===== src/rtl/spim_pkg.sv =====
package spim_pkg;
   localparam int OFS_CTRL  = 'h00;
   localparam int OFS_CFG   = 'h04;
   localparam int OFS_TXD   = 'h08;
   localparam int OFS_RXD   = 'h0C;
   localparam int OFS_DONE  = 'h10;
   localparam int OFS_TIME  = 'h18;

   localparam int BIT_SEL_EN = 0;
   localparam int BIT_WIDE   = 5;
   localparam int BIT_POL    = 11;
   localparam int BIT_PHA    = 12;
   localparam int LATE_CODE  = 2;

   typedef enum logic [1:0] {
      ENG_IDLE,
      ENG_RUN,
      ENG_TAIL,
      ENG_DONE
   } eng_state_t;
endpackage


===== src/rtl/spim_regs.sv =====
module spim_regs #(
   parameter int ADDR_W = 8,
   parameter int MAXW   = 16,
   parameter int DIV_W  = 4,
   parameter int IDX_W  = 3
) (
   input  logic              clk,
   input  logic              rst_n,
   input  logic              bus_en,
   input  logic              bus_we,
   input  logic [ADDR_W-1:0] bus_addr,
   input  logic [31:0]       bus_wdata,
   output logic [31:0]       bus_rdata,
   input  logic              busy_i,
   input  logic              done_i,
   input  logic [MAXW-1:0]   rx_word_i,
   output logic              txd_wr_o,
   output logic              sel_en_o,
   output logic [IDX_W-1:0]  sel_idx_o,
   output logic              pol_o,
   output logic              pha_o,
   output logic              wide_o,
   output logic [DIV_W-1:0]  half_div_o,
   output logic              late_o
);
   import spim_pkg::*;

   logic              wr;
   logic              sel_en_q;
   logic [IDX_W-1:0]  sel_idx_q;
   logic              pol_q, pha_q, wide_q;
   logic [DIV_W-1:0]  div_q;
   logic [1:0]        samp_q;
   logic [31:0]       txd_q;
   logic [MAXW-1:0]   rxd_q;
   logic              done_q;

   assign wr = bus_en && bus_we;

   always_ff @(posedge clk or negedge rst_n) begin
      if (!rst_n) begin
         sel_en_q  <= 1'b0;
         sel_idx_q <= '0;
         pol_q     <= 1'b0;
         pha_q     <= 1'b0;
         wide_q    <= 1'b0;
         div_q     <= '0;
         samp_q    <= 2'd1;
         txd_q     <= '0;
         rxd_q     <= '0;
         done_q    <= 1'b0;
      end else begin
         if (wr && bus_addr == ADDR_W'(OFS_CTRL)) begin
            sel_en_q  <= bus_wdata[BIT_SEL_EN];
            sel_idx_q <= bus_wdata[2 +: IDX_W];
         end
         if (wr && bus_addr == ADDR_W'(OFS_CFG)) begin
            pol_q  <= bus_wdata[BIT_POL];
            pha_q  <= bus_wdata[BIT_PHA];
            wide_q <= bus_wdata[BIT_WIDE];
            div_q  <= bus_wdata[DIV_W-1:0];
         end
         if (wr && bus_addr == ADDR_W'(OFS_TIME))
            samp_q <= bus_wdata[7:6];
         if (wr && bus_addr == ADDR_W'(OFS_TXD) && !busy_i)
            txd_q <= bus_wdata;
         if (done_i) begin
            rxd_q  <= rx_word_i;
            done_q <= 1'b1;
         end else if (wr && bus_addr == ADDR_W'(OFS_DONE)) begin
            done_q <= 1'b0;
         end
      end
   end

   always_comb begin
      bus_rdata = '0;
      case (bus_addr)
         ADDR_W'(OFS_CTRL): begin
            bus_rdata[BIT_SEL_EN]  = sel_en_q;
            bus_rdata[2 +: IDX_W]  = sel_idx_q;
         end
         ADDR_W'(OFS_CFG): begin
            bus_rdata[BIT_POL]     = pol_q;
            bus_rdata[BIT_PHA]     = pha_q;
            bus_rdata[BIT_WIDE]    = wide_q;
            bus_rdata[DIV_W-1:0]   = div_q;
         end
         ADDR_W'(OFS_TXD):  bus_rdata = txd_q;
         ADDR_W'(OFS_RXD):  bus_rdata[MAXW-1:0] = rxd_q;
         ADDR_W'(OFS_DONE): bus_rdata[0] = done_q;
         ADDR_W'(OFS_TIME): bus_rdata[7:6] = samp_q;
         default:           bus_rdata = '0;
      endcase
   end

   assign txd_wr_o   = wr && bus_addr == ADDR_W'(OFS_TXD);
   assign sel_en_o   = sel_en_q;
   assign sel_idx_o  = sel_idx_q;
   assign pol_o      = pol_q;
   assign pha_o      = pha_q;
   assign wide_o     = wide_q;
   assign half_div_o = div_q;
   assign late_o     = (samp_q == 2'(LATE_CODE));

   // a finishing exchange always raises the flag
   assert_flag_on_finish_R5: assert property (@(posedge clk) disable iff (!rst_n)
      done_i |=> done_q);
   // a write to the flag register clears it unless an exchange ends then
   assert_flag_clear_R8: assert property (@(posedge clk) disable iff (!rst_n)
      (wr && bus_addr == ADDR_W'(OFS_DONE) && !done_i) |=> !done_q);
endmodule


===== src/rtl/spim_divider.sv =====
module spim_divider #(
   parameter int DIV_W = 4
) (
   input  logic             clk,
   input  logic             rst_n,
   input  logic             run_i,
   input  logic [DIV_W-1:0] half_div_i,
   output logic             tick_o
);
   logic [DIV_W-1:0] cnt_q;

   assign tick_o = run_i && (cnt_q == half_div_i);

   always_ff @(posedge clk or negedge rst_n) begin
      if (!rst_n)
         cnt_q <= '0;
      else if (!run_i || tick_o)
         cnt_q <= '0;
      else
         cnt_q <= cnt_q + 1'b1;
   end
endmodule


===== src/rtl/spim_shifter.sv =====
module spim_shifter #(
   parameter int MAXW = 16,
   parameter int MINW = 8
) (
   input  logic            clk,
   input  logic            rst_n,
   input  logic            start_i,
   input  logic [MAXW-1:0] word_i,
   input  logic            pol_i,
   input  logic            pha_i,
   input  logic            wide_i,
   input  logic            late_i,
   input  logic            tick_i,
   input  logic            miso_i,
   output logic            run_o,
   output logic            busy_o,
   output logic            done_o,
   output logic [MAXW-1:0] rx_word_o,
   output logic            sclk_o,
   output logic            mosi_o
);
   import spim_pkg::*;

   localparam int EC_W = $clog2(2 * MAXW);
   localparam logic [EC_W-1:0] LAST_WIDE   = EC_W'(2 * MAXW - 1);
   localparam logic [EC_W-1:0] LAST_NARROW = EC_W'(2 * MINW - 1);

   eng_state_t       state_q;
   logic             sclk_q;
   logic [MAXW-1:0]  tx_sh, rx_sh, load_word;
   logic [EC_W-1:0]  edge_q, last_edge;
   logic             pend_q, pha_q, wide_q, late_q;
   logic             samp_edge, shift_edge;

   generate
      if (MAXW > MINW) begin : g_pad
         assign load_word = wide_i ? word_i : {word_i[MINW-1:0], {(MAXW-MINW){1'b0}}};
      end else begin : g_flat
         assign load_word = word_i;
      end
   endgenerate

   assign last_edge  = wide_q ? LAST_WIDE : LAST_NARROW;
   assign samp_edge  = pha_q ? edge_q[0] : !edge_q[0];
   assign shift_edge = pha_q ? (!edge_q[0] && edge_q != '0) : edge_q[0];

   always_ff @(posedge clk or negedge rst_n) begin
      if (!rst_n) begin
         state_q <= ENG_IDLE;
         sclk_q  <= 1'b0;
         tx_sh   <= '0;
         rx_sh   <= '0;
         edge_q  <= '0;
         pend_q  <= 1'b0;
         pha_q   <= 1'b0;
         wide_q  <= 1'b0;
         late_q  <= 1'b0;
      end else begin
         case (state_q)
            ENG_IDLE: begin
               sclk_q <= pol_i;
               if (start_i) begin
                  tx_sh   <= load_word;
                  rx_sh   <= '0;
                  edge_q  <= '0;
                  pend_q  <= 1'b0;
                  pha_q   <= pha_i;
                  wide_q  <= wide_i;
                  late_q  <= late_i;
                  state_q <= ENG_RUN;
               end
            end
            ENG_RUN: begin
               if (pend_q) begin
                  rx_sh  <= {rx_sh[MAXW-2:0], miso_i};
                  pend_q <= 1'b0;
               end
               if (tick_i) begin
                  sclk_q <= ~sclk_q;
                  if (samp_edge) begin
                     if (late_q) pend_q <= 1'b1;
                     else        rx_sh  <= {rx_sh[MAXW-2:0], miso_i};
                  end
                  if (shift_edge)
                     tx_sh <= {tx_sh[MAXW-2:0], 1'b0};
                  edge_q <= edge_q + 1'b1;
                  if (edge_q == last_edge)
                     state_q <= ENG_TAIL;
               end
            end
            ENG_TAIL: begin
               if (pend_q) begin
                  rx_sh  <= {rx_sh[MAXW-2:0], miso_i};
                  pend_q <= 1'b0;
               end
               state_q <= ENG_DONE;
            end
            default: begin
               sclk_q  <= pol_i;
               state_q <= ENG_IDLE;
            end
         endcase
      end
   end

   assign run_o     = (state_q == ENG_RUN);
   assign busy_o    = (state_q != ENG_IDLE);
   assign done_o    = (state_q == ENG_DONE);
   assign rx_word_o = rx_sh;
   assign sclk_o    = sclk_q;
   assign mosi_o    = tx_sh[MAXW-1];

   // the clock rests at the polarity level between exchanges
   assert_idle_level_R4: assert property (@(posedge clk) disable iff (!rst_n)
      (state_q == ENG_IDLE && $past(state_q) == ENG_IDLE && $stable(pol_i)) |-> sclk_q == pol_i);
   // a transmit write mid-exchange leaves the shifter alone
   assert_no_reload_R7: assert property (@(posedge clk) disable iff (!rst_n)
      (state_q == ENG_RUN && start_i && !tick_i) |=> $stable(tx_sh));
   // busy drops right after the completion cycle
   assert_busy_ends_R5: assert property (@(posedge clk) disable iff (!rst_n)
      done_o |=> !busy_o);
endmodule


===== src/rtl/spim_seldec.sv =====
module spim_seldec #(
   parameter int NCS   = 8,
   parameter int IDX_W = 3
) (
   input  logic             clk,
   input  logic             rst_n,
   input  logic             en_i,
   input  logic [IDX_W-1:0] idx_i,
   output logic [NCS-1:0]   sel_n_o
);
   generate
      for (genvar i = 0; i < NCS; i++) begin : g_line
         assign sel_n_o[i] = ~(en_i && idx_i == IDX_W'(i));
      end
   endgenerate

   // never more than one target selected
   assert_single_select_R2: assert property (@(posedge clk) disable iff (!rst_n)
      $onehot0(~sel_n_o));
   // disabled control leaves every line high
   assert_all_high_R2: assert property (@(posedge clk) disable iff (!rst_n)
      !en_i |-> (&sel_n_o));
endmodule


===== src/rtl/spi_regmaster.sv =====
module spi_regmaster #(
   parameter int ADDR_W = 8,
   parameter int NCS    = 8,
   parameter int MAXW   = 16,
   parameter int MINW   = 8,
   parameter int DIV_W  = 4
) (
   input  logic              clk,
   input  logic              rst_n,
   input  logic              bus_en,
   input  logic              bus_we,
   input  logic [ADDR_W-1:0] bus_addr,
   input  logic [31:0]       bus_wdata,
   output logic [31:0]       bus_rdata,
   output logic              busy,
   output logic              sclk,
   output logic              mosi,
   input  logic              miso,
   output logic [NCS-1:0]    sel_n
);
   localparam int IDX_W = 3;

   initial begin
      assert (NCS >= 1 && NCS <= (1 << IDX_W)) else $error("NCS out of range");
      assert (MAXW == 2 * MINW && MAXW <= 16) else $error("word sizes unsupported");
      assert (DIV_W >= 1 && DIV_W <= 5) else $error("DIV_W out of range");
      assert (ADDR_W >= 5) else $error("ADDR_W too narrow");
   end

   logic              txd_wr, sel_en, pol, pha, wide, late;
   logic [IDX_W-1:0]  sel_idx;
   logic [DIV_W-1:0]  half_div;
   logic              run, done, tick;
   logic [MAXW-1:0]   rx_word;

   spim_regs #(.ADDR_W(ADDR_W), .MAXW(MAXW), .DIV_W(DIV_W), .IDX_W(IDX_W)) u_regs (
      .clk, .rst_n, .bus_en, .bus_we, .bus_addr, .bus_wdata, .bus_rdata,
      .busy_i(busy), .done_i(done), .rx_word_i(rx_word),
      .txd_wr_o(txd_wr), .sel_en_o(sel_en), .sel_idx_o(sel_idx),
      .pol_o(pol), .pha_o(pha), .wide_o(wide), .half_div_o(half_div), .late_o(late)
   );

   spim_divider #(.DIV_W(DIV_W)) u_div (
      .clk, .rst_n, .run_i(run), .half_div_i(half_div), .tick_o(tick)
   );

   spim_shifter #(.MAXW(MAXW), .MINW(MINW)) u_shift (
      .clk, .rst_n, .start_i(txd_wr), .word_i(bus_wdata[MAXW-1:0]),
      .pol_i(pol), .pha_i(pha), .wide_i(wide), .late_i(late), .tick_i(tick),
      .miso_i(miso), .run_o(run), .busy_o(busy), .done_o(done),
      .rx_word_o(rx_word), .sclk_o(sclk), .mosi_o(mosi)
   );

   spim_seldec #(.NCS(NCS), .IDX_W(IDX_W)) u_sel (
      .clk, .rst_n, .en_i(sel_en), .idx_i(sel_idx), .sel_n_o(sel_n)
   );
endmodule


===== config.mk =====
export PLATFORM = sky130hd
export DESIGN_NAME = spi_regmaster
export DESIGN_NICKNAME = d
export VERILOG_FILES = /design/src/rtl/spim_pkg.sv /design/src/rtl/spim_regs.sv /design/src/rtl/spim_divider.sv /design/src/rtl/spim_shifter.sv /design/src/rtl/spim_seldec.sv /design/src/rtl/spi_regmaster.sv
export SDC_FILE = /design/constraint.sdc
export NUM_CORES = 1
export LEC_CHECK = 0
export BUFFER_PORTS_ARGS = -buffer_cell sky130_fd_sc_hd__clkbuf_2
export CAP_MARGIN = 40
export CORE_UTILIZATION = 50
export CTS_CLUSTER_DIAMETER = 200
export DETAILED_ROUTE_END_ITERATION = 8
export PLACE_DENSITY = 0.72
export SYNTH_ARGS = -nofsm -noshare
export SYNTH_HDL_FRONTEND = slang
export SYNTH_HIERARCHICAL = 1
export SYNTH_SLANG_ARGS = --single-unit

===== constraint.sdc =====
create_clock -name clk -period 2.4 [get_ports clk]
set_input_delay 0.48 -clock clk [delete_from_list [all_inputs] [get_ports clk]]
set_output_delay 0.48 -clock clk [all_outputs]
set_load 0.01 [all_outputs]

==> results of run 1 <==
[power by group through the flow]
stage	sequential [mW]	combinational (mW)	clock, mW
after floorplan	2.12	1.22	0
after global placement	2.14	1.53	0
after detailed placement	2.14	1.58	0
after CTS	2.11	1.59	1.48
after global routing	2.13	1.72	1.56
final	2.11	1.59	1.45
[state kept, by name, summed over array words and instances (netlist names), 2 cells and up]
| signal | cells |
|---|---|
| u_regs/txd_q | 32 |
| u_regs/rxd_q | 16 |
| u_shift/rx_word_o | 16 |
| u_shift/tx_sh | 16 |
| u_shift/edge_q | 5 |
| u_div/cnt_q | 4 |
| u_regs/half_div_o | 4 |
| u_regs/sel_idx_o | 3 |
| u_regs/samp_q | 2 |
| u_shift/state_q | 2 |
[layout by cell type, fill, tap and decap left out, types with 4 or more instances in the layout]
master	count
a22o_1	30
nand4_1	5
xnor2_1	6
nor2_1	7
o2bb2ai_1	6
and3_1	23
clkbuf_16	9
nand4bb_1	4
mux2_2	36
buf_4	16
ha_1	8
mux2_4	40
inv_1	7
nand4b_1	4
nand2_1	20
nand3_1	5
clkbuf_2	86
dfrtp_1	109
o21ai_0	15
buf_12	5
mux2i_1	15
mux2_1	6
[metrics by stage]
stage          cells  total power [mW]  util (%)  worst slack (ns)
6_report         669             5.152     60.49           0.07946
3_5_place_dp     652             3.718     57.75           0.01369
3_3_place_gp     652             3.670     57.75           0.03419
4_1_cts          668             5.179     60.41           0.01057
5_1_grt          669             5.413     60.49           0.01411
2_1_floorplan    428             3.335         -           0.01514
[kinds of logic after synthesis]
family,synth area share (%)
xor+xnor,1.368
flops,48.54
buf+inv,3.860
simple gates,12.73
fa+ha+maj,1.765
mux,21.57
compound gates,10.17
[routing by layer]
metal	wire, um	vias up
li1	-	1793
met1	6233	2048
met2	6309	101
met3	583	12
met4	191	0
met5	0	-
[layout make-up]
class | instances | area share, %
clock buffers | 9 | 3.405
clock inverters | 7 | 1.002
inverters | 7 | 0.3972
multi-input cells | 287 | 40.84
flip-flops and latches | 110 | 41.63
well taps | 140 | 2.648
repair buffers | 109 | 10.08
[how the worst max path moves through the flow]
stage / to / slack [ns] / depth (start not counted)
after floorplan: u_shift/tx_sh[10] / 0.02 / 9
final: bus_rdata[1] / 0.08 / 7
after CTS: bus_rdata[1] / 0.01 / 7
after detailed placement: bus_rdata[1] / 0.01 / 7
after global routing: bus_rdata[1] / 0.01 / 7
after global placement: bus_rdata[1] / 0.03 / 7
[critical path: cells and delay by family]
kind | cells | cell delay [ns]
AND/OR/NAND/NOR | 2 | 0.56
buffers and inverters | 4 | 0.64
AO/OA/AOI/OAI | 1 | 0.16
==> metrics.yaml, run 1 <==
reg2reg_slack_ns: 0.23
numPortBuffers: 87
hold_ws_ns: 0.06333
synth_edf_count: 0
yosysUniqueCellTypes: 63
internal-power_mw: 3.430
overflow: 0
ys.flop_type: "dfrtp_1"
yosys.area.top_type: "dfrtp_1"
fp.dieH_um: 108.5
fp-row-count: 38
rr_startpoint: "u_regs/half_div_o[2]"
grt_busiest_layer: "met2"
cts_buffers: 9
grtUsageMet1_pct: 35.26
fin_crit_ns: 2.321
clk_pin_slew_ns: 0.08
yosys-top-cells-area: "dfrtp_1 48%, mux2_4 11%, mux2_2 7.1%"
nNetsFinal: 577
critPathCaptureType: "output pin"
first_pass_iters: 5
antenna_cells: 0
vias_per_cell: 5.910
ys_seq_area_share_pct: 48.54
ios: 88
yosysMostFrequentCell: "dfrtp_1"
maxSlewViolCount: 0
drt-initial-drc-count: 198
rr_endpoint: "u_shift/tx_sh[15]"
detail_route.wirelength_mm: 13.32
die_width_um: 108.5
grt_setup_unrepaired: "false"
p_clk_share_pct: 28.1
htree_levels: 3
finalSetupTns_ns: 0
grt_pass1_wl_mm: 21.65
ys_top_cells_by_count: "109 x dfrtp_1, 40 x mux2_4, 36 x mux2_2"
syn_avg_cell_area_um2: 13.25
cts_buffer_depth: 2
area_delta_synth_final_pct: 16.61
fin_skew_ns: 0.006197
crit_chain: "clkbuf_2, nor4_4, buf_6, and2_2, buf_12, o2bb2ai_1, clkbuf_2"
postCtsSetupBuffers: 0
cp_common_cell: "clkbuf_2"
crit_start: "bus_addr[4]"
cpMaxStageDelayCell: "nor4_4"
dpl.hpwl_mm: 9.465
ys_ff_latch: 110
total_leakage_power_nw: 3.307
initial_utilization_pct: 51.88
dieArea_mm2: 0.01178
final_layout_size_suffix_gt1_share_pct: 42.34
swShare_pct: 33.41
synthCells: 428
grt_max_degree: 55
seq_area_mm2: 0.002754
cts.repair.resized: 0
clkSinkCount: 110
crit_arrival_ns: 1.84
drc_errors: 0
insertion_delay_ns: 0.35
hold_viol: 0
multi_input_area_mm2: 0.002701
cts_tree: "yes"
rr_worst_depth: 9
cts_root_buf: "clkbuf_16"
num_vias: 3954
crit_type: "input pin to output pin"
power.switching_mw: 1.721
synthesis.nets: 481
tightest_slew_ns: 0.4990
max_stage_delay_ns: 0.33
setup_viol: 0
core-area_mm2: 0.01094
maxCapViolations: 0
yosysWarnings: 6
peakVddDrop_mv: 0.5863
syn_area_mm2: 0.005673
placed_area_mm2: 0.006315
start_kind: "input pin"
holdBufCountCts: 0
gr-usage-met2_pct: 38.07
finalCritPeriodShare_pct: 96.69
relSlewSlack_pct: 66.57
final_area_mm2: 0.006615
p_per_area_mw_per_mm2: 778.8
crit_fanout: 13
pwr-share-comb_pct: 30.9
fmaxAchievable_mhz: 430.9
drtAntennaViolNets: 0
nFillCells: 880
seqPwrFrac_pct: 41.0
gp_congestion: 0.8462
hold_path.class: "input pin to async pin"
grt_pass1_vias: 3971
grt_usage_pct: 24.45
async_flop_share_pct: 100.0
yosysTopAreaCellShare_pct: 48.08
outcome: "finished, final reports clean"
required_ns: 1.92
antenna_found_initial: 0
wl_per_cell_um: 19.91
use_met3_pct: 3.918
No activity file was read; power rests on OpenSTA's default activity.
==> run 2: changes to the inputs <==
Settings changed: CELL_PAD_IN_SITES_DETAIL_PLACEMENT from default to 1, CELL_PAD_IN_SITES_GLOBAL_PLACEMENT from default to 1, CORE_UTILIZATION 50 to 46, PLACE_DENSITY 0.72 to default, PLACE_DENSITY_LB_ADDON from default to 0.1.
==> run 2 against run 1 <==
  * Sequential share of layout area down 0.13 points
  * Sequential cell count unchanged
  * Utilization down 5.2 points
  * Die area up 8.5%
  * Critical path depth down 1
  * Largest power group unchanged
  * First-iteration DRC count down 6.1%
  * Routed wire length up 6.1%
  * Design area up 0.32%
  * Final cell count up 1.0%
  * Largest cell class unchanged
  * Critical path type unchanged
  * Clock power up 7%
==> metrics.yaml, run 2 (same netlist as run 1, synthesis figures left out) <==
start_kind: "input pin"
drc_errors: 0  # unchanged
holdBufCountCts: 0  # unchanged
clkSinkCount: 110  # unchanged
overflow: 0  # unchanged
drt-initial-drc-count: 186  # -6.1%
hold_path.class: "input pin to async pin"
nNetsFinal: 577  # unchanged
rr_worst_depth: 9  # unchanged
critPathCaptureType: "output pin"
grt_max_degree: 47  # -15%
relSlewSlack_pct: 62.31  # -4.3 points
maxCapViolations: 0  # unchanged
wl_per_cell_um: 20.91  # +5.0%
detail_route.wirelength_mm: 14.13  # +6.1%
tightest_slew_ns: 0.5627  # +0.06371 ns
cts_root_buf: "clkbuf_16"
cts_buffer_depth: 2  # unchanged
fp-row-count: 40  # +5.3%
fin_skew_ns: 0.007515  # +0.001319 ns
hold_viol: 0  # unchanged
clk_pin_slew_ns: 0.07  # about the same
regMostFlops: "u_regs/txd_q"
drtAntennaViolNets: 0  # unchanged
die_width_um: 113.1  # +4.2%
vias_per_cell: 5.697  # -3.6%
setup_viol: 0  # unchanged
mostFrequentLayoutCell: "dfrtp_1"
dieArea_mm2: 0.01278  # +8.5%
outcome: "finished, final reports clean"
required_ns: 1.92  # about the same
total_power_mw: 5.313  # +3.1%
insertion_delay_ns: 0.36  # about the same
p_per_area_mw_per_mm2: 800.7  # +2.8%
reg2reg_slack_ns: 0.23  # about the same
rr_startpoint: "u_div/cnt_q[0]"
htree_levels: 3  # unchanged
antenna_found_initial: 0  # unchanged
dpl.hpwl_mm: 10.03  # +6.0%
gp_congestion: 0.7847  # -7.3%
total_leakage_power_nw: 3.314  # +0.22%
hold_ws_ns: 0.06808  # +0.004757 ns
placed_area_mm2: 0.006331  # +0.26%
rr_endpoint: "u_shift/tx_sh[15]"
fp.dieH_um: 113.1  # +4.2%
cts_tree: "yes"
fmaxAchievable_mhz: 440.0  # +2.1%
antenna_cells: 0  # unchanged
postCtsSetupBuffers: 0  # unchanged
grt_setup_unrepaired: "false"
numPortBuffers: 87  # unchanged
final_layout_size_suffix_gt1_share_pct: 42.16  # -0.19 points
crit_arrival_ns: 1.79  # -0.05 ns
grt_pass1_wl_mm: 23.36  # +7.9%
largest_reg_flops: 32  # unchanged
cts_buffers: 9  # unchanged
initial_utilization_pct: 47.23  # -4.6 points
core-area_mm2: 0.01201  # +9.8%
maxSlewViolCount: 0  # unchanged
num_vias: 3851  # -2.6%
grt_pass1_vias: 4146  # +4.4%
peakVddDrop_mv: 0.3928  # -33%
area_delta_synth_final_pct: 16.98
final_cell_mix: "109 x dfrtp_1, 86 x clkbuf_2, 40 x mux2_4, 36 x mux2_2, 30 x a22o_1"
final_area_mm2: 0.006636  # +0.32%
grt_usage_pct: 24.28  # -0.17 points
crit_fanout: 25  # +12
crit_start: "bus_addr[4]"
finalCritPeriodShare_pct: 94.70  # -2.0 points
first_pass_iters: 4  # -1
cts.repair.resized: 0  # unchanged
crit_type: "input pin to output pin"
fin_crit_ns: 2.273  # -0.04772 ns
nFillCells: 1277  # +45%
ios: 88  # unchanged
finalSetupTns_ns: 0  # unchanged
[run 2: cell count changes in the layout (fill, tap and decap cells not counted)]
cell	delta
and2_2	-1
and2_4	+1
buf_2	-1
buf_4	+1
bufinv_16	+1
clkbuf_1	+1
clkbuf_8	+1
clkinv_2	+1
clkinv_8	-1
clkinvlp_4	-1
inv_6	-1
inv_8	-1
[run 2: area by class of cell]
type	count	area (um2)	share of cell area, %
Timing Repair Buffer	109	669.4	10.09
Tap cell	147	183.9	2.771
Clock buffer	11	242.7	3.658
Sequential cell	110	2754	41.50
Multi-Input combinational cell	287	2703	40.72
Inverter	7	26.28	0.3959
Clock inverter	5	57.56	0.8673
[run 2: per-stage QoR]
step                      setup slack, ns  utilization, %  std cells
after global placement            0.05253           52.71        660
after floorplan                   0.01514               -        428
after detailed placement          0.02083           52.71        660
final                              0.1272           55.25        676
after global routing            0.0009186           55.25        676
after CTS                         0.01621           55.21        676
[run 2: report_power, final]
part	leakage (nW)	switching (mW)	internal (mW)
sequential	1.50	0.121	2.00
combinational	1.66	0.927	0.722
clock	0.150	0.705	0.842
total	3.31	1.75	3.56
[run 2: worst max-delay path, stage by stage]
cell      delay, ns
clkbuf_2       0.11
nor4_4         0.30
buf_6          0.23
nand2_1        0.19
o221ai_1       0.29
clkbuf_2       0.18
[run 2: worst max path at each step]
| stage | endpoint | slack, ns | cells after the start |
|---|---|---|---|
| after floorplan | u_shift/tx_sh[10] | 0.02 | 9 |
| after global placement | bus_rdata[13] | 0.05 | 6 |
| after detailed placement | bus_rdata[13] | 0.02 | 6 |
| after CTS | bus_rdata[13] | 0.02 | 6 |
| after global routing | bus_rdata[0] | 0.0009 | 6 |
| final | bus_rdata[0] | 0.13 | 6 |
[run 2: routing by layer]
| layer | wire (um) | global-route usage, % |
|---|---|---|
| met5 | 0 | 0 |
| met3 | 506 | 4.499 |
| met1 | 6463 | 32.63 |
| met2 | 7028 | 40.90 |
| met4 | 134 | 5.526 |
==> run 3: changes to the inputs <==
--- a/config.mk
+++ b/config.mk
@@ -11,5 +11,5 @@
 export CELL_PAD_IN_SITES_GLOBAL_PLACEMENT = 1
 export CORE_UTILIZATION = 46
-export CTS_CLUSTER_DIAMETER = 200
+export CTS_CLUSTER_DIAMETER = 40
 export DETAILED_ROUTE_END_ITERATION = 8
 export PLACE_DENSITY_LB_ADDON = 0.1
==> constraint.sdc (replaced) <==
create_clock -name clk -period 2.4 [get_ports clk]
set_input_delay 0.48 -clock clk [delete_from_list [all_inputs] [get_ports clk]]
set_output_delay 0.48 -clock clk [all_outputs]
set_load 0.02 [all_outputs]
==> run 3 against run 2 <==
  * Clock power decreased by 4%
  * Setup slack got worse by 0.014 ns
  * Worst hold slack improved by 0.059 ns
  * Combinational power about the same
  * Final cell count increased by 0.30%
  * First-iteration DRC count decreased by 26%
  * Critical endpoint is now bus_rdata[2]
  * Largest cell class unchanged
==> metrics.yaml, run 3 (same netlist as run 1, synthesis figures left out) <==
core-area_mm2: 0.01201  # unchanged
dp_slack_ns: -0.04073  # -0.06156 ns
fin_skew_ns: 0.008037  # +0.0005216 ns
die_width_um: 113.1  # unchanged
nNetsFinal: 580  # +0.52%
outcome: "finished, final reports clean"
num_vias: 3938  # +2.3%
final_cell_mix: "109 x dfrtp_1, 86 x clkbuf_2, 40 x mux2_4, 36 x mux2_2, 30 x a22o_1"
initial_utilization_pct: 47.23  # unchanged
crit_end: "bus_rdata[2]"
hold_path.class: "input pin to async pin"
grt_usage_pct: 24.12  # -0.16 points
clkSinkCount: 110  # unchanged
rr_startpoint: "u_shift/state_q[0]"
rr_worst_depth: 6  # -3
cts_tree: "yes"
cts_buffers: 9  # unchanged
grt_pass1_vias: 4153  # +0.17%
p_per_area_mw_per_mm2: 789.8  # -1.4%
drtAntennaViolNets: 0  # unchanged
antenna_found_initial: 0  # unchanged
dieArea_mm2: 0.01278  # unchanged
vias_per_cell: 5.808  # +2.0%
fp.dieH_um: 113.1  # unchanged
first_pass_iters: 4  # unchanged
tightest_slew_ns: 0.5891  # +0.02637 ns
start_kind: "input pin"
total_power_mw: 5.273  # -0.76%
grt_setup_unrepaired: "false"
setup_viol: 0  # unchanged
insertion_delay_ns: 0.36  # about the same
wl_per_cell_um: 20.87  # -0.15%
finalSetupTns_ns: 0  # unchanged
dpl.hpwl_mm: 10.12  # +0.93%
crit_start: "bus_addr[3]"
drt-initial-drc-count: 138  # -26%
ios: 88  # unchanged
maxSlewViolCount: 0  # unchanged
cts_root_buf: "clkbuf_16"
seq_area_mm2: 0.002754  # unchanged
rr_endpoint: "u_regs/txd_q[27]"
hold_viol: 0  # unchanged
antenna_cells: 0  # unchanged
multi_input_area_mm2: 0.002703  # unchanged
htree_levels: 3  # unchanged
required_ns: 1.92  # about the same
area_delta_synth_final_pct: 17.69
fin_ws_ns: 0.1132  # -0.01403 ns
maxCapViolations: 0  # unchanged
final_layout_size_suffix_gt1_share_pct: 42.18  # about the same
mostFrequentLayoutCell: "dfrtp_1"
critPathCaptureType: "output pin"
largest_reg_flops: 32  # unchanged
peakVddDrop_mv: 0.3411  # -13%
grt_pass1_wl_mm: 23.29  # -0.33%
fp-row-count: 40  # unchanged
numPortBuffers: 87  # unchanged
gp_congestion: 0.7680  # -2.1%
fmaxAchievable_mhz: 437.3  # -0.61%
clk_pin_slew_ns: 0.06  # about the same
grt_max_degree: 47  # unchanged
crit_arrival_ns: 1.81  # +0.02 ns
total_leakage_power_nw: 3.322  # +0.24%
relSlewSlack_pct: 60.73  # -1.6 points
detail_route.wirelength_mm: 14.15  # +0.14%
fin_crit_ns: 2.287  # +0.01403 ns
reg2reg_slack_ns: 0.21  # -0.02 ns
crit_fanout: 8  # -68%
drc_errors: 0  # unchanged
cts_buffer_depth: 2  # unchanged
finalCritPeriodShare_pct: 95.29  # +0.58 points
overflow: 0  # unchanged
nFillCells: 1263  # -1.1%
crit_type: "input pin to output pin"
regMostFlops: "u_regs/txd_q"
[run 3: routing by layer]
layer  wire [um]  up-vias  track usage, %
li1            -     1791               -
met1        6405     2055           32.02
met2        7097       75           40.20
met3         471       17           4.928
met4         178        0           6.667
met5           0        -               0
[run 3: layout make-up]
| type | instances | share of cell area [%] |
|---|---|---|
| clock buffer | 12 | 3.692 |
| tap | 147 | 2.755 |
| sequential | 110 | 41.25 |
| multi-input combinational | 287 | 40.48 |
| inverter | 7 | 0.3936 |
| clock inverter | 3 | 0.6747 |
| timing repair buffer | 112 | 10.76 |
[run 3: where the power goes]
part           internal, mW  leakage (nW)  switching, mW  total (mW)
Clock                 0.833         0.135          0.660        1.49
Sequential             2.00          1.50          0.119        2.12
Combinational         0.726          1.68          0.937        1.66
[run 3: worst max-delay path, cell delays in order]
cell      delay, ns
clkbuf_2       0.13
buf_4          0.21
mux2_2         0.35
a222oi_1       0.39
nor2_1         0.08
clkbuf_2       0.16
[run 3: what timing repair did]
item,4_1_cts,5_1_grt
pin swaps,0,1
setup endpoints to repair,11,14
endpoints found under the hold margin,0,0
buffers inserted,0,1
gates cloned,0,1
gates resized for setup,1,2
hold buffers,0,0
[run 3: worst min-delay path by stage]
stage / slack, ns / to / startpoint / depth (start not counted)
finish: 0.13 / u_shift/edge_q[1] / rst_n / 1
floorplan: 0.18 / u_div/cnt_q[0] / rst_n / 0
global placement: 0.46 / u_regs/done_q / u_regs/done_q / 1
CTS: 0.15 / u_shift/edge_q[0] / rst_n / 1
global route: 0.16 / u_shift/edge_q[0] / rst_n / 1
detailed placement: 0.47 / u_regs/done_q / u_regs/done_q / 1
[run 3: per-stage QoR]
| stage | hold WS [ns] | area, um2 | utilization [%] | cells |
|---|---|---|---|---|
| after global routing | 0.1613 | 6676 | 55.58 | 678 |
| after detailed placement | 0.4706 | 6364 | 52.98 | 661 |
| final | 0.1271 | 6676 | 55.58 | 678 |
| after floorplan | 0.1844 | 5674 | - | 428 |
| after global placement | 0.4629 | 6364 | 52.98 | 661 |
| after CTS | 0.1478 | 6656 | 55.42 | 676 |
